$ cat config.mk
export PLATFORM = sky130hd
export DESIGN_NAME = mdio_phy_emu
export DESIGN_NICKNAME = d
export VERILOG_FILES = /design/src/rtl/mdio_emu_pkg.sv /design/src/rtl/mdio_phy_regfile.sv /design/src/rtl/mdio_host_regs.sv /design/src/rtl/mdio_phy_emu.sv
export SDC_FILE = /design/constraint.sdc
export NUM_CORES = 1
export LEC_CHECK = 0
export BUFFER_PORTS_ARGS = -buffer_cell sky130_fd_sc_hd__buf_2
export CAP_MARGIN = 40
export CORE_AREA = 2 2 245 223
export DETAILED_ROUTE_END_ITERATION = 6
export DIE_AREA = 0 0 247 225
export PLACE_DENSITY = 0.71
export REMOVE_ABC_BUFFERS = 1
export SYNTH_ARGS = -nofsm -noshare
export SYNTH_HDL_FRONTEND = slang
export SYNTH_SLANG_ARGS = --single-unit
$ cat constraint.sdc
create_clock -name clk -period 2.3 [get_ports clk]
set_clock_uncertainty 0.2 [all_clocks]
set_input_delay 0.23 -clock clk [delete_from_list [all_inputs] [get_ports clk]]
set_output_delay 0.23 -clock clk [all_outputs]
set_load 0.01 [all_outputs]
$ cat src/rtl/mdio_emu_pkg.sv
package mdio_emu_pkg;
  localparam int PHY_DW = 16;

  typedef enum logic [1:0] {
    SEL_ADDR = 2'd0,
    SEL_CTRL = 2'd1,
    SEL_CMD  = 2'd2,
    SEL_STAT = 2'd3
  } host_sel_e;

  localparam int IDX_CTL  = 0;
  localparam int IDX_STS  = 1;
  localparam int CTL_RESET_BIT = 15;
  localparam int CTL_ANEN_BIT  = 12;
  localparam int STS_ANOK_BIT  = 5;
  localparam int STS_LINK_BIT  = 2;

  function automatic logic [PHY_DW-1:0] phy_default(input int idx);
    case (idx)
      0: return 16'h1140;
      1: return 16'h7968;
      2: return 16'h0022;
      3: return 16'h1550;
      4: return 16'h01E1;
      5: return 16'hCDE1;
      default: return '0;
    endcase
  endfunction

  function automatic logic [PHY_DW-1:0] apply_link(input logic [PHY_DW-1:0] v,
                                                   input logic up);
    logic [PHY_DW-1:0] r;
    r = v;
    r[STS_ANOK_BIT] = up;
    r[STS_LINK_BIT] = up;
    return r;
  endfunction
endpackage

$ cat src/rtl/mdio_phy_regfile.sv
module mdio_phy_regfile
  import mdio_emu_pkg::*;
#(
  parameter int NREG = 32,
  localparam int IW = $clog2(NREG)
) (
  input  logic              clk,
  input  logic              rst,
  input  logic              link_up,
  input  logic              wr_en,
  input  logic [IW-1:0]     wr_idx,
  input  logic [PHY_DW-1:0] wr_data,
  input  logic [IW-1:0]     rd_idx,
  output logic [PHY_DW-1:0] rd_data,
  output logic [PHY_DW-1:0] ctl_o,
  output logic [PHY_DW-1:0] sts_o
);
  logic [PHY_DW-1:0] mem_q [NREG];
  logic [PHY_DW-1:0] mem_d [NREG];
  logic              link_q;

  always_comb begin
    logic [PHY_DW-1:0] wval;
    for (int i = 0; i < NREG; i++) mem_d[i] = mem_q[i];
    if (link_up != link_q)
      mem_d[IDX_STS] = apply_link(mem_q[IDX_STS], link_up);
    wval = wr_data;
    if (wr_en && wr_idx == IW'(IDX_CTL)) begin
      if (wval[CTL_RESET_BIT]) begin
        for (int i = 0; i < NREG; i++) mem_d[i] = phy_default(i);
        mem_d[IDX_STS] = apply_link(phy_default(IDX_STS), link_up);
        wval[CTL_RESET_BIT] = 1'b0;
      end
      if (wval[CTL_ANEN_BIT]) begin
        wval[CTL_ANEN_BIT] = 1'b0;
        mem_d[IDX_STS][STS_ANOK_BIT] = 1'b1;
      end
    end
    if (wr_en) mem_d[wr_idx] = wval;
  end

  always_ff @(posedge clk) begin
    link_q <= link_up;
    if (rst) begin
      for (int i = 0; i < NREG; i++)
        mem_q[i] <= (i == IDX_STS) ? apply_link(phy_default(i), link_up)
                                   : phy_default(i);
    end else begin
      for (int i = 0; i < NREG; i++) mem_q[i] <= mem_d[i];
    end
  end

  assign rd_data = mem_q[rd_idx];
  assign ctl_o   = mem_q[IDX_CTL];
  assign sts_o   = mem_q[IDX_STS];
endmodule

$ cat src/rtl/mdio_host_regs.sv
module mdio_host_regs
  import mdio_emu_pkg::*;
#(
  parameter logic [4:0] PHY_ADDR = 5'd3,
  parameter int IW = 5
) (
  input  logic              clk,
  input  logic              rst,
  input  logic              host_wr,
  input  logic [1:0]        host_sel,
  input  logic [31:0]       host_wdata,
  input  logic [1:0]        rd_sel,
  output logic [31:0]       rd_data,
  output logic              phy_wr_en,
  output logic [IW-1:0]     phy_idx,
  output logic [PHY_DW-1:0] phy_wdata,
  output logic [4:0]        phy_addr_f,
  input  logic [PHY_DW-1:0] phy_rdata
);
  logic [4:0]        paddr_q;
  logic [IW-1:0]     ridx_q;
  logic [PHY_DW-1:0] ctrl_q;
  logic [PHY_DW-1:0] stat_q;
  logic              addr_hit;

  assign addr_hit = (paddr_q == PHY_ADDR);

  always_ff @(posedge clk) begin
    if (rst) begin
      paddr_q <= '0;
      ridx_q  <= '0;
      ctrl_q  <= '0;
      stat_q  <= '0;
      rd_data <= '0;
    end else begin
      if (host_wr) begin
        case (host_sel)
          SEL_ADDR: begin
            paddr_q <= host_wdata[12:8];
            ridx_q  <= host_wdata[IW-1:0];
          end
          SEL_CTRL: ctrl_q <= host_wdata[PHY_DW-1:0];
          SEL_CMD:  if (host_wdata[0]) stat_q <= addr_hit ? phy_rdata : '0;
          default: ;
        endcase
      end
      case (rd_sel)
        SEL_ADDR: rd_data <= {19'd0, paddr_q, 3'd0, 5'(ridx_q)};
        SEL_CTRL: rd_data <= {16'd0, ctrl_q};
        SEL_STAT: rd_data <= {16'd0, stat_q};
        default:  rd_data <= '0;
      endcase
    end
  end

  assign phy_wr_en  = host_wr && (host_sel == SEL_CTRL) && addr_hit;
  assign phy_idx    = ridx_q;
  assign phy_wdata  = host_wdata[PHY_DW-1:0];
  assign phy_addr_f = paddr_q;
endmodule

$ cat src/rtl/mdio_phy_emu.sv
module mdio_phy_emu
  import mdio_emu_pkg::*;
#(
  parameter logic [4:0] PHY_ADDR = 5'd3,
  parameter int NREG = 32,
  localparam int IW = $clog2(NREG)
) (
  input  logic        clk,
  input  logic        rst,
  input  logic        link_up,
  input  logic        host_wr,
  input  logic [1:0]  host_sel,
  input  logic [31:0] host_wdata,
  input  logic [1:0]  rd_sel,
  output logic [31:0] rd_data
);
  logic              phy_wr_en;
  logic [IW-1:0]     phy_idx;
  logic [PHY_DW-1:0] phy_wdata;
  logic [PHY_DW-1:0] phy_rdata;
  logic [4:0]        phy_addr_f;
  logic [PHY_DW-1:0] ctl_reg;
  logic [PHY_DW-1:0] sts_reg;

  mdio_host_regs #(.PHY_ADDR(PHY_ADDR), .IW(IW)) u_host (
    .clk(clk), .rst(rst), .host_wr(host_wr), .host_sel(host_sel),
    .host_wdata(host_wdata), .rd_sel(rd_sel), .rd_data(rd_data),
    .phy_wr_en(phy_wr_en), .phy_idx(phy_idx), .phy_wdata(phy_wdata),
    .phy_addr_f(phy_addr_f), .phy_rdata(phy_rdata)
  );

  mdio_phy_regfile #(.NREG(NREG)) u_phy (
    .clk(clk), .rst(rst), .link_up(link_up), .wr_en(phy_wr_en),
    .wr_idx(phy_idx), .wr_data(phy_wdata), .rd_idx(phy_idx),
    .rd_data(phy_rdata), .ctl_o(ctl_reg), .sts_o(sts_reg)
  );
endmodule

==> metrics.cfg <==
[yosys]
synth_edf_count = 0
ys.flop_type = dfxtp_1
ys_types = 57
seq_area_frac_synth_pct = 41.5
synthCells = 3125
synthArstFlopShare_pct = 0
ys_seq_elements = 576
syn_area_mm2 = 0.0278
avgSynthCellArea_um2 = 8.88
synth.yosys.warnings = 0

[floorplanning]
die_h_um = 225
core_mm2 = 0.0528
start_util_pct = 52.6
std_cell_rows = 80
die_x_um = 247
die-area_mm2 = 0.0556
io_pins = 72

[placed_design]
routabilityCongestion = 0.831
hpwl_um = 51700
dp.cells = 3568
io_buffers = 39
dpl-instance-area_mm2 = 0.0290
dpl_worst_slack_ns = 0.0340

[timing]
slew_headroom_pct = 44.0
final.setup.worst_slack_ns = 0.0232
finalHoldWorstSlack_ns = 0.0119
fmax_mhz = 439
fin_crit_ns = 2.28
hold_viol = 0
tightestPinTransition_ns = 0.841
setup_violations = 0
report.final.slew_viol_count = 0
grt_setup_unrepaired = no
timing.final.crit_share_pct = 99.0

[global_routing]
grt_pass1_vias = 24771
grt_max_degree = 95
grt_usage_pct = 32.2
grt_pass1_wl_um = 141000
grt_antenna_before_repair = 0
grt.overflow.total = 0

[drt]
drt_iter0_drc = 3603
drtAntennaViolNets = 0
drt-total-wl_um = 92300
drc = 1
wire_per_inst_um = 25.0
avgViaCountPerCell = 6.98
first_pass_iters = 7
vias = 25775

[worst_setup_path]
required_ns = 2.62
arrival_ns = 2.60
crit_type = register to register
crit_fanout = 17
end_kind = register
start_kind = register

[clocking]
clk_path_buf_depth = 3
cts-htree-levels = 2
cts.root.buffer_cell = clkbuf_16
clk_pin_slew_ns = 0.06
clkLatencyLatePin_ns = 0.63
cts_sinks = 576
cts_tree = built
cts_made_buffers = 59

[run]
cap_violations = 0

[finish]
nets = 2989
num_antenna_cells = 0
areaGrowthSynthToFinish_pct = 11.9
fillers = 4370
layout_commonest_cell = dfxtp_1
finalInstanceArea_mm2 = 0.0311
fin_cells = 3692
final_cell_mix = dfxtp_1, a21oi_1, nand3_1, o211ai_1, nand2_1
layout-drive-gt1-share_pct = 15.3

[outcome]
violations = design-rule violations
status = finished with violations

[min_path]
worstHoldPathType = input port to register

[pwr]
p_total_mw = 20.6
p_leak_nw = 9.51
power_density_mw_per_mm2 = 663
max-vdd-ir-drop_uv = 626

## per-stage QoR
stage | util [%] | setup TNS (ns)
2_1_floorplan | - | -2943.55
3_3_place_gp | 54.9 | 0
3_5_place_dp | 54.9 | 0
4_1_cts | 58.7 | 0
5_1_grt | 58.9 | 0
6_report | 58.9 | 0
## cell usage after synthesis, types with 22 or more instances
library cell | n | share of area, %
o211ai_1 | 409 | 11
buf_2 | 86 | 1.6
o21ai_0 | 22 | 0.40
a21oi_1 | 528 | 9.5
nand2_1 | 133 | 1.8
nand4_1 | 36 | 0.81
nor2_1 | 64 | 0.87
nor3_1 | 27 | 0.49
buf_1 | 55 | 0.74
clkbuf_1 | 288 | 3.9
dfxtp_1 | 576 | 42
nand3_1 | 438 | 7.9
mux4_2 | 96 | 7.8
o21bai_1 | 29 | 0.78
buf_4 | 25 | 0.68
mux2i_1 | 92 | 3.3
o2111ai_1 | 32 | 1.0
## state kept, by name, summed over array words and instances, names as in the netlist, named ones only
name / cells
u_host.stat_q: 16
u_host.ctrl_q: 16
u_host.phy_idx: 5
u_host.phy_addr_f: 5
u_phy.link_q: 1
u_host.rd_data: 16
u_phy.mem_q: 512
## final cells by class
class,instances,area [µm²],share of cell area (%)
multi-input cells,2096,14400,46.3
flip-flops and latches,576,11500,37.2
repair buffers,210,2340,7.53
clock buffers,91,1780,5.72
well taps,697,872,2.81
clock inverters,16,113,0.363
inverters,6,22.5,0.0725
## worst paths after layout
path / startpoint / endpoint / slack (ns) / cells past startpoint
worst max-delay path: register / u_host.stat_q[14]$_SDFFE_PP0P_ / 0.02 / 5
worst min-delay path: host_wdata[5] / u_phy.mem_q[0][5]$_SDFF_PP0_ / 0.01 / 3
worst max register to register: register / u_host.stat_q[14]$_SDFFE_PP0P_ / 0.02 / 5
worst min register to register: u_phy.mem_q[0][0]$_SDFF_PP0_ / u_phy.mem_q[0][0]$_SDFF_PP0_ / 0.25 / 2
## logic make-up after synthesis
group | Yosys count | share of synthesized area [%]
other | 1 | 0.0135
DFF | 576 | 41.5
buffers and inverters | 468 | 7.16
and+or+nand+nor | 772 | 14.3
muxes | 199 | 11.6
AOI/OAI and AO/OA | 1109 | 25.5
## where the power goes
group	internal, mW	switching, mW
Sequential	10.0	0.0277
Clock	5.39	4.09
Combinational	0.301	0.776
Total	15.7	4.90
## critical path, cell delays in order (launching register included)
cell	delay, ns
dfxtp_4	0.50
buf_12	0.22
mux4_2	0.53
mux2i_1	0.23
o2111ai_1	0.28
o311a_1	0.20
## timing repair
item	CTS	global route
buffers inserted	0	3
resized for setup	0	6
hold endpoints to repair	208	0
endpoints found under the setup margin	0	51
hold buffers	13	0
## routing by layer
| metal | global-route usage, % | share of wire [%] | vias up |
|---|---|---|---|
| met3 | 6.57 | 11 | 235 |
| met4 | 12.4 | 3.1 | 0 |
| met5 | 0 | 0 | - |
| li1 | - | - | 11348 |
| met2 | 50.5 | 46 | 1534 |
| met1 | 43.7 | 40 | 12658 |
No activity file was read; power rests on OpenSTA's default activity.
